**src/rtl/grf_pkg.sv**
```systemverilog
package grf_pkg;

  localparam int LATCH_N  = 3;
  localparam int LATCH_RS = 0;
  localparam int LATCH_RT = 1;
  localparam int LATCH_SD = 2;

  typedef enum logic [1:0] {
    SRC_ARRAY  = 2'd0,
    SRC_BYPASS = 2'd1,
    SRC_ZERO   = 2'd2
  } src_e;

  typedef struct packed {
    logic                rdEnA;
    logic                rdEnB;
    logic                wrEn;
    logic [LATCH_N-1:0]  latchEn;
    src_e                selRs;
    src_e                selRt;
    src_e                selSd;
  } grf_strobe_t;

endpackage

```
**src/rtl/grf_control.sv**
```systemverilog
module grf_control
  import grf_pkg::*;
#(
  parameter int AW = 5
) (
  input  logic               clk,
  input  logic               rstN,
  input  logic [LATCH_N-1:0] needMask,
  input  logic [AW-1:0]      srcRs,
  input  logic [AW-1:0]      srcRt,
  input  logic               bypHitRs,
  input  logic               bypHitRt,
  input  logic               wrEn,
  input  logic [AW-1:0]      wrAddr,
  output grf_strobe_t        strobe
);

  logic [AW-1:0]      latchAddr [LATCH_N];
  logic [LATCH_N-1:0] latchByp;
  logic [LATCH_N-1:0] reuse;
  logic [LATCH_N-1:0] loadEn;
  logic [LATCH_N-1:0] fresh;
  logic [LATCH_N-1:0] wrHit;
  logic [LATCH_N-1:0] holdValid;
  logic [AW-1:0]      holdTag [LATCH_N];
  src_e               sel [LATCH_N];

  always_comb begin
    for (int i = 0; i < LATCH_N; i++) begin
      latchAddr[i] = (i == LATCH_RS) ? srcRs : srcRt;
      latchByp[i]  = (i == LATCH_RS) ? bypHitRs : bypHitRt;
      reuse[i]     = needMask[i] && !latchByp[i] && holdValid[i] &&
                     (holdTag[i] == latchAddr[i]);
      loadEn[i]    = needMask[i] && !reuse[i];
      if (latchByp[i])               sel[i] = SRC_BYPASS;
      else if (latchAddr[i] == '0)   sel[i] = SRC_ZERO;
      else                           sel[i] = SRC_ARRAY;
      fresh[i]     = loadEn[i] && (sel[i] == SRC_ARRAY);
      wrHit[i]     = wrEn && (wrAddr != '0) && (wrAddr == latchAddr[i]);
    end
  end

  always_comb begin
    strobe         = '0;
    strobe.rdEnA   = fresh[LATCH_RS];
    strobe.rdEnB   = fresh[LATCH_RT] | fresh[LATCH_SD];
    strobe.wrEn    = wrEn && (wrAddr != '0);
    strobe.latchEn = loadEn;
    strobe.selRs   = sel[LATCH_RS];
    strobe.selRt   = sel[LATCH_RT];
    strobe.selSd   = sel[LATCH_SD];
  end

  // Reuse tracking: a latch stays reusable only while consecutive
  // instructions use it from the array path and nothing rewrites its register.
  always_ff @(posedge clk or negedge rstN) begin
    if (!rstN) begin
      holdValid <= '0;
      for (int i = 0; i < LATCH_N; i++) holdTag[i] <= '0;
    end else begin
      for (int i = 0; i < LATCH_N; i++) begin
        holdValid[i] <= needMask[i] && !latchByp[i] && !wrHit[i];
        holdTag[i]   <= latchAddr[i];
      end
    end
  end

  AST_BYP_NO_READ_A: assert property (@(posedge clk) disable iff (!rstN)
    (needMask[LATCH_RS] && bypHitRs) |-> !strobe.rdEnA);

  AST_ZERO_NO_READ_A: assert property (@(posedge clk) disable iff (!rstN)
    (srcRs == '0) |-> !strobe.rdEnA);

  AST_ZERO_NO_WRITE: assert property (@(posedge clk) disable iff (!rstN)
    (wrAddr == '0) |-> !strobe.wrEn);

  AST_REUSE_SKIP_A: assert property (@(posedge clk) disable iff (!rstN)
    ($past(rstN) && needMask[LATCH_RS] && !bypHitRs && (srcRs == $past(srcRs)) &&
     $past(needMask[LATCH_RS] && !bypHitRs &&
           !(wrEn && (wrAddr != '0) && (wrAddr == srcRs))))
    |-> (!strobe.rdEnA && !strobe.latchEn[LATCH_RS]));

  AST_NO_NEED_NO_LOAD: assert property (@(posedge clk) disable iff (!rstN)
    (needMask == '0) |-> (strobe.latchEn == '0 && !strobe.rdEnA && !strobe.rdEnB));

endmodule

```
**src/rtl/grf_datapath.sv**
```systemverilog
module grf_datapath
  import grf_pkg::*;
#(
  parameter int XLEN  = 32,
  parameter int NREGS = 32,
  parameter int AW    = 5,
  parameter int CNT_W = 32
) (
  input  logic                          clk,
  input  logic                          rstN,
  input  grf_strobe_t                   strobe,
  input  logic [AW-1:0]                 srcRs,
  input  logic [AW-1:0]                 srcRt,
  input  logic [XLEN-1:0]               bypDataRs,
  input  logic [XLEN-1:0]               bypDataRt,
  input  logic [AW-1:0]                 wrAddr,
  input  logic [XLEN-1:0]               wrData,
  output logic [LATCH_N-1:0][XLEN-1:0]  latchQ,
  output logic [CNT_W-1:0]              cntRdA,
  output logic [CNT_W-1:0]              cntRdB,
  output logic [CNT_W-1:0]              cntWr,
  output logic [CNT_W-1:0]              cntLatch
);

  localparam int LOAD_W = $clog2(LATCH_N + 1);

  // Entry 0 is absent: it reads as zero through the latch mux.
  logic [XLEN-1:0] mem [1:NREGS-1];
  logic [XLEN-1:0] rdDataA;
  logic [XLEN-1:0] rdDataB;
  logic [LOAD_W-1:0] loadCount;

  always_ff @(posedge clk or negedge rstN) begin
    if (!rstN) begin
      for (int k = 1; k < NREGS; k++) mem[k] <= '0;
    end else begin
      for (int k = 1; k < NREGS; k++)
        if (strobe.wrEn && (wrAddr == AW'(k))) mem[k] <= wrData;
    end
  end

  always_comb begin
    rdDataA = '0;
    rdDataB = '0;
    for (int k = 1; k < NREGS; k++) begin
      if (strobe.rdEnA && (srcRs == AW'(k))) rdDataA = mem[k];
      if (strobe.rdEnB && (srcRt == AW'(k))) rdDataB = mem[k];
    end
  end

  for (genvar g = 0; g < LATCH_N; g++) begin : gLatch
    src_e            sel;
    logic [XLEN-1:0] arrVal;
    logic [XLEN-1:0] bypVal;
    logic [XLEN-1:0] nextVal;
    logic [XLEN-1:0] q;

    assign sel    = (g == LATCH_RS) ? strobe.selRs :
                    (g == LATCH_RT) ? strobe.selRt : strobe.selSd;
    assign arrVal = (g == LATCH_RS) ? rdDataA : rdDataB;
    assign bypVal = (g == LATCH_RS) ? bypDataRs : bypDataRt;

    always_comb begin
      case (sel)
        SRC_BYPASS: nextVal = bypVal;
        SRC_ARRAY:  nextVal = arrVal;
        default:    nextVal = '0;
      endcase
    end

    always_ff @(posedge clk or negedge rstN) begin
      if (!rstN)                 q <= '0;
      else if (strobe.latchEn[g]) q <= nextVal;
    end

    assign latchQ[g] = q;
  end

  always_comb begin
    loadCount = '0;
    for (int i = 0; i < LATCH_N; i++) loadCount = loadCount + LOAD_W'(strobe.latchEn[i]);
  end

  always_ff @(posedge clk or negedge rstN) begin
    if (!rstN) begin
      cntRdA   <= '0;
      cntRdB   <= '0;
      cntWr    <= '0;
      cntLatch <= '0;
    end else begin
      cntRdA   <= cntRdA + CNT_W'(strobe.rdEnA);
      cntRdB   <= cntRdB + CNT_W'(strobe.rdEnB);
      cntWr    <= cntWr + CNT_W'(strobe.wrEn);
      cntLatch <= cntLatch + CNT_W'(loadCount);
    end
  end

  AST_ZERO_LOAD: assert property (@(posedge clk) disable iff (!rstN)
    (strobe.latchEn[LATCH_RS] && strobe.selRs == SRC_ZERO) |=> (latchQ[LATCH_RS] == '0));

  AST_BYP_LOAD: assert property (@(posedge clk) disable iff (!rstN)
    (strobe.latchEn[LATCH_RT] && strobe.selRt == SRC_BYPASS)
    |=> (latchQ[LATCH_RT] == $past(bypDataRt)));

  AST_CNT_STEP: assert property (@(posedge clk) disable iff (!rstN)
    $past(rstN) |-> ((cntRdA - $past(cntRdA)) <= 1 && (cntWr - $past(cntWr)) <= 1));

endmodule

```
**src/rtl/gated_regfile.sv**
```systemverilog
module gated_regfile
  import grf_pkg::*;
#(
  parameter int XLEN  = 32,
  parameter int NREGS = 32,
  parameter int CNT_W = 32,
  localparam int AW   = $clog2(NREGS)
) (
  input  logic               clk,
  input  logic               rstN,
  input  logic [2:0]         needMask,
  input  logic [AW-1:0]      srcRs,
  input  logic [AW-1:0]      srcRt,
  input  logic               bypHitRs,
  input  logic               bypHitRt,
  input  logic [XLEN-1:0]    bypDataRs,
  input  logic [XLEN-1:0]    bypDataRt,
  input  logic               wrEn,
  input  logic [AW-1:0]      wrAddr,
  input  logic [XLEN-1:0]    wrData,
  output logic               rdEnA,
  output logic               rdEnB,
  output logic               wrStrobe,
  output logic [2:0]         latchEn,
  output logic [XLEN-1:0]    opRs,
  output logic [XLEN-1:0]    opRt,
  output logic [XLEN-1:0]    opSd,
  output logic [CNT_W-1:0]   cntRdA,
  output logic [CNT_W-1:0]   cntRdB,
  output logic [CNT_W-1:0]   cntWr,
  output logic [CNT_W-1:0]   cntLatch
);

  grf_strobe_t                   strobe;
  logic [LATCH_N-1:0][XLEN-1:0]  latchQ;

  grf_control #(.AW(AW)) uCtrl (
    .clk      (clk),
    .rstN     (rstN),
    .needMask (needMask),
    .srcRs    (srcRs),
    .srcRt    (srcRt),
    .bypHitRs (bypHitRs),
    .bypHitRt (bypHitRt),
    .wrEn     (wrEn),
    .wrAddr   (wrAddr),
    .strobe   (strobe)
  );

  grf_datapath #(.XLEN(XLEN), .NREGS(NREGS), .AW(AW), .CNT_W(CNT_W)) uData (
    .clk       (clk),
    .rstN      (rstN),
    .strobe    (strobe),
    .srcRs     (srcRs),
    .srcRt     (srcRt),
    .bypDataRs (bypDataRs),
    .bypDataRt (bypDataRt),
    .wrAddr    (wrAddr),
    .wrData    (wrData),
    .latchQ    (latchQ),
    .cntRdA    (cntRdA),
    .cntRdB    (cntRdB),
    .cntWr     (cntWr),
    .cntLatch  (cntLatch)
  );

  assign rdEnA    = strobe.rdEnA;
  assign rdEnB    = strobe.rdEnB;
  assign wrStrobe = strobe.wrEn;
  assign latchEn  = strobe.latchEn;
  assign opRs     = latchQ[LATCH_RS];
  assign opRt     = latchQ[LATCH_RT];
  assign opSd     = latchQ[LATCH_SD];

endmodule

```
**config.mk**
```make
export PLATFORM = sky130hd
export DESIGN_NAME = gated_regfile
export DESIGN_NICKNAME = d
export VERILOG_FILES = /design/src/rtl/grf_pkg.sv /design/src/rtl/grf_control.sv /design/src/rtl/grf_datapath.sv /design/src/rtl/gated_regfile.sv
export SDC_FILE = /design/constraint.sdc
export NUM_CORES = 2
export LEC_CHECK = 0
export ABC_AREA = 1
export BUFFER_PORTS_ARGS = -buffer_cell sky130_fd_sc_hd__buf_2
export CAP_MARGIN = 20
export CORE_MARGIN = 3
export CORE_UTILIZATION = 45
export CTS_CLUSTER_SIZE = 24
export DETAILED_ROUTE_END_ITERATION = 6
export HOLD_SLACK_MARGIN = 0.12
export SLEW_MARGIN = 15
export SYNTH_ARGS = -nofsm -noshare
export SYNTH_HDL_FRONTEND = slang
export SYNTH_HIERARCHICAL = 1
export SYNTH_SLANG_ARGS = --single-unit
```
**constraint.sdc**
```tcl
create_clock -name clk -period 4.87 [get_ports clk]
set_input_delay 0.7305 -clock clk [delete_from_list [all_inputs] [get_ports clk]]
set_output_delay 0.7305 -clock clk [all_outputs]
set_load 0.01 [all_outputs]
```
======== After elaboration in Yosys (flattened, before gate mapping) ========
Index checks and enable logic that the tools add are counted.
cells by class
  add/sub/neg operators ................... 6
  eq/ne operators ......................... 99
  muxes and demuxes ....................... 68
  bitwise operators ....................... 1
  reductions and logical operators ........ 126
operators by type and width
  operator                                                                count
  32-bit 2-to-1 mux                                                       62
  5-bit equality test (second input constant)                             48
  32-bit one-hot mux with 2 select lines                                  2
  5-bit by 4-bit equality test with 1-bit output (second input constant)  24
  1-bit logical AND                                                       114
  32-bit by 1-bit adder with 32-bit output                                3
  5-bit by 3-bit equality test with 1-bit output (second input constant)  12
  32-bit by 2-bit adder with 32-bit output                                1
  5-bit by 2-bit equality test with 1-bit output (second input constant)  6
  5-bit equality test                                                     4
  5-bit by 1-bit equality test with 1-bit output (second input constant)  3
  5-bit logical NOT                                                       2
  2-bit 2-to-1 mux                                                        4
  1-bit logical NOT                                                       7
  5-bit nonzero test                                                      1
  2-bit by 1-bit equality test with 1-bit output (second input constant)  2
  2-bit logical NOT                                                       2
  1-bit by 1-bit adder with 2-bit output                                  1
  2-bit by 1-bit adder with 2-bit output                                  1
  1-bit OR                                                                1
storage, ports and cells
  flip-flop bits (word level) ............. 1229
  input bits .............................. 119
  output and inout port bits .............. 230
  logic and storage cells ................. 341

======== Logic depth before layout (Yosys ltp) ========
  depth after elaboration ................. 41
  gate-level depth with buffers ........... 34

======== Hierarchy ========
Netlist, hierarchy kept.
modules (own cells, without submodules)
  module        times used  cells each  area each (um2)
  grf_datapath  1           8305        61297.5
  grf_control   1           107         800.8

======== Worst setup path after synthesis ========
Ideal clock, no wire load.
  path kind ............................... input to register
  start ................................... input port srcRs[1]
  end ..................................... register uData.cntLatch[30]
  setup time .............................. 79 ps
  arrival time ............................ 4246 ps
  setup slack ............................. 545 ps
  cell stages on the path ................. 22
  buffers on the path ..................... 1
  cell sequence ........................... or2_0 a21oi_1 nand4_1 nand2_1 inv_1 fa_1 ha_1 fa_1 and3_1 nand3_1 nor3b_1 and3_1 buf_2 nand4_1 nor3_2 nand4_1 nor3b_2 nand4_1 nor2_1 nand3_1 nor2_1 xor2_1
between the ends
  cells in the longest elaborated chain, start to end .. 7
RTL lines
  what                                      line                 text
  start, declared                           gated_regfile.sv:12  input logic [AW-1:0] srcRs,
  5-bit equality test                       grf_control.sv:33    (holdTag[i] == latchAddr[i]);
  1-bit logical AND                         grf_control.sv:32    reuse[i] = needMask[i] && !latchByp[i] && holdValid[i] &&
  1-bit logical NOT                         grf_control.sv:34    loadEn[i] = needMask[i] && !reuse[i];
  1-bit logical AND                         grf_control.sv:34
  named net latchEn[0]                      gated_regfile.sv:24  output logic [2:0] latchEn,
  1-bit by 1-bit adder with 2-bit output    grf_datapath.sv:81   for (int i = 0; i < LATCH_N; i++) loadCount = loadCount + LOAD_W'(strobe.latchEn[i]);
  2-bit by 1-bit adder with 2-bit output    grf_datapath.sv:81
  32-bit by 2-bit adder with 32-bit output  grf_datapath.sv:94   cntLatch <= cntLatch + CNT_W'(loadCount);
  end signal, assigned                      grf_datapath.sv:94
  end, declared                             grf_datapath.sv:22   output logic [CNT_W-1:0] cntLatch
The timed path passes the listed nets, and every way through them passes these cells.
A chain may end at the register's enable or synchronous reset.

======== Worst setup path after layout ========
  start ................................... register uCtrl/holdTag[0] in the netlist's numbering
  end ..................................... register uData.gLatch[2].q[30]
between the ends
  cells in the longest elaborated chain, start to end .. 39
  elaborated cells on any way between the ends .. 73
  those cells by class .................... eq/ne (1); mux (32); bitwise (1); reduce/logical (39)
RTL lines
  what                                    line                text
  start, declared                         grf_control.sv:25   logic [AW-1:0] holdTag [LATCH_N];
  start signal, assigned by index         grf_control.sv:63   holdTag[i] <= latchAddr[i];
  5-bit equality test *                   n/a
  1-bit logical AND                       n/a
  1-bit logical NOT                       n/a
  1-bit logical AND (2 in series)         n/a
  1-bit OR                                grf_control.sv:46   strobe.rdEnB = fresh[LATCH_RT] | fresh[LATCH_SD];
  1-bit logical AND                       grf_datapath.sv:47  if (strobe.rdEnB && (srcRt == AW'(k))) rdDataB = mem[k];
  32-bit 2-to-1 mux (31 in series)        grf_datapath.sv:47
  32-bit one-hot mux with 2 select lines  grf_datapath.sv:64  case (sel)
  end signal, assigned                    grf_datapath.sv:73  else if (strobe.latchEn[g]) q <= nextVal;
  end, declared                           grf_datapath.sv:56  logic [XLEN-1:0] q;
Mark *: on every way between the ends. The rest lies on a longest branch, timed or not.

==> results_dict.tcl <==
set metrics [dict create \
    rsz0062_at_grt "no" \
    coreArea_sq_um 136000 \
    drv_slew 0 \
    r2r-end "uData/gLatch[2].q[30]" \
    reg2regPathDepth 30 \
    ioPinCount 349 \
    clkPwrFrac 0.391 \
    drive_gt1_frac 0.137 \
    drtPass1Iterations 7 \
    cp_max_fo 12 \
    fin_skew_ps 31.6 \
    leakagePower_nw 34.9 \
    wl_per_cell_um 22.8 \
    tritoncts.num_buffers 140 \
    outcome "finished with violations" \
    critPathArrivalTime_ps 5250 \
    die_w_um 377 \
    insertion_delay_ps 790 \
    overflow 0 \
    synthTopCellsByCount "3049 x nand2_1, 1229 x dfrtp_1, 1099 x o21ai_0" \
    final_nets 8916 \
    ys_ff_latch 1229 \
    die_y_um 377 \
    yosysWarnings 6 \
    r2r-start "uCtrl/holdTag[0]" \
    area_growth_pct 17.0 \
    setup_viol 0 \
    grt_pass1_vias 55100 \
    async_flop_share 1.00 \
    max_freq_mhz 218 \
    ys_seq_area_frac 0.495 \
    fin_crit_ps 4580 \
    combPwrFrac 0.128 \
    die_area_sq_um 142000 \
    fin_cells 10700 \
    rows 135 \
    clk_pin_slew_ps 60 \
    cts_sinks 1229 \
    violations "DRC" \
    io_buffers 348 \
    synth_most_common_cell "nand2_1" \
    power_w 0.0278 \
    p_per_area_nw_per_um2 383 \
    grt_max_degree 135 \
    h-tree-depth 4 \
    ys_top_cells_by_area "dfrtp_1 50%, nand2_1 18%, o21ai_0 8.9%" \
    power.internal_w 0.0197 \
    place.detailed.hpwl_um 169000 \
    min_path_type "in2reg" \
    ant_nets 0 \
    setup_slack_ps 289 \
    critPathKind "reg2reg" \
    gp_congestion 0.977 \
    synthCells 8412 \
    max-cap-violations 0 \
    initial_utilization 0.456 \
    relSlewSlack 0.290 \
    whs_ps 238 \
    startpoint_type "register" \
    antenna_found_initial 12 \
    mappedNetlistNets 8541 \
    clk_path_buf_depth 3 \
    slowest_stage "dfrtp_1" \
    synth-main-ff-cell "dfrtp_1" \
    power_frac_seq 0.481 \
    worst_pin_slew_ps 1060 \
    vias 59900 \
    hold_viol 0 \
    drc_errors 3 \
    power.switching_w 0.00811 \
    avgSynthCellArea_sq_um 7.38 \
    avgViaCountPerCell 5.61 \
    grt_pass1_wl_um 363000 \
    hp-start "bypDataRt[7]" \
    worstPathRequired_ps 5540 \
    dp_cells 10400 \
    cts_root_buffer "clkbuf_16" \
    reg2reg_setup_slack_ps 290 \
    p_sw_frac 0.291 \
    yosysTopAreaCellShare 0.495 \
    synthDistinctLibCells 42 \
    pre_cts_ws_ps -406 \
    cts_tree "yes" \
    cp_slowest_stage_delay_ps 380 \
    whs_endpoint "uData/gLatch[2].q[7]" \
    track_usage 0.338 \
    synthesis.area_sq_um 62100 \
    synth_edf_count 0 \
    drt_iter0_markers 6982 \
    vdd_drop_max_mv 0.295 \
    routed_wl_um 244000 \
    finalCritPeriodShare 0.941 \
    synth_top_area_cell "dfrtp_1" \
    end_kind "register" \
    startpoint "uCtrl/holdTag[0]" \
    holdPathStages 3 \
]
## metrics by stage
step                cell area [sq um]  TNS [ps]  utilization
finish                          72700         0        0.533
global placement                67700     -8570        0.497
CTS                             72500         0        0.532
detailed placement              67800     -8920        0.497
global route                    72700         0        0.533
floorplan                       62100         0            -
## routing by layer
layer | track usage | routed length (um) | vias up
met3 | 0.0888 | 27000 | 446
met1 | 0.488 | 105000 | 28700
met4 | 0.118 | 8640 | 4
met5 | 0 | 27 | -
li1 | - | - | 27600
met2 | 0.490 | 102000 | 3099
## layout make-up
| cell class | instances | area, sq um |
|---|---|---|
| Sequential cell | 1229 | 30800 |
| Inverter | 616 | 2340 |
| Antenna cell | 7 | 17.5 |
| Multi-Input combinational cell | 6051 | 27400 |
| Fill cell | 13100 | 63600 |
| Timing Repair Buffer | 749 | 5290 |
| Tap cell | 1781 | 2230 |
| Clock inverter | 38 | 483 |
| Clock buffer | 202 | 4190 |
## power by group through the flow
stage	sequential (W)	clock (W)	combinational, W
detailed placement	0.0135	0	0.00352
global placement	0.0135	0	0.00341
global route	0.0136	0.0114	0.00407
floorplan	0.0132	0	0.00202
CTS	0.0134	0.0110	0.00353
finish	0.0134	0.0109	0.00357
## how the worst max path moves through the flow
stage                                  to  slack [ps]
floorplan              uData/cntLatch[30]         540
global placement    uData/gLatch[0].q[11]        -370
detailed placement  uData/gLatch[0].q[11]        -410
CTS                 uData/gLatch[2].q[25]         160
global route        uData/gLatch[0].q[30]          10
finish              uData/gLatch[2].q[30]         290
## sequential cells by signal (all words and copies together) (netlist names)
name / flops
uCtrl/holdTag: 10
uCtrl/holdValid: 3
uData/cntLatch: 32
uData/cntRdA: 32
uData/cntRdB: 32
uData/cntWr: 32
uData/gLatch.q: 96
uData/mem: 992
## timing repair
action                                  CTS  global route
gates resized for setup                   0            31
buffers inserted                          0             1
endpoints found under the setup margin    0            42
hold endpoints to repair                112             0
hold buffers                              3             0
## worst max-delay path: cells and delay by family, from the launching register on
family	cells	cell delay (ps)
and+or+nand+nor	26	3700
DFF	1	380
AOI/OAI and AO/OA	1	80
buffers and inverters	3	300
## logic make-up (layout without fill, tap and decap cells)
family,Yosys count,in the layout,synth area share
and+or+nand+nor,4541,4541,0.304
adders and majority gates,10,10,0.00226
buffers and inverters,1132,1605,0.0694
AOI/OAI and AO/OA,1373,1373,0.111
xor gates and xnor gates,127,127,0.0179
other,0,7,0
DFF,1229,1229,0.495
## layout by cell type (no fill, tap or decap), types with 4 or more instances in the layout
master | Yosys | routed
nand3_2 | 3 | 9
nor2_1 | 681 | 624
buf_4 | 4 | 358
inv_1 | 586 | 573
and3_1 | 4 | 4
nor4_1 | 4 | 4
or2_0 | 20 | 20
xnor2_1 | 49 | 49
nand4_1 | 405 | 405
nor2_2 | 14 | 65
clkinv_1 | 1 | 7
a21oi_1 | 239 | 239
nor3b_1 | 6 | 5
or2_1 | 8 | 8
o211ai_1 | 7 | 7
o21ai_0 | 1099 | 1099
clkinv_2 | 0 | 20
diode_2 | 0 | 7
nand3_1 | 217 | 211
nand2_2 | 1 | 26
dfrtp_1 | 1229 | 1229
nand2_4 | 0 | 4
xor2_1 | 78 | 78
o21ai_1 | 23 | 22
clkbuf_8 | 0 | 26
buf_2 | 12 | 347
inv_2 | 27 | 33
inv_6 | 0 | 4
or2_2 | 93 | 93
clkbuf_1 | 493 | 27
nand2_1 | 3049 | 3020
clkbuf_16 | 0 | 149
ha_1 | 8 | 8
nor3_1 | 19 | 16
bufinv_16 | 0 | 10
nor2_4 | 1 | 7
nor3_2 | 3 | 5
nor3_4 | 3 | 4
buf_12 | 0 | 39
No activity file was read; power rests on OpenSTA's default activity.
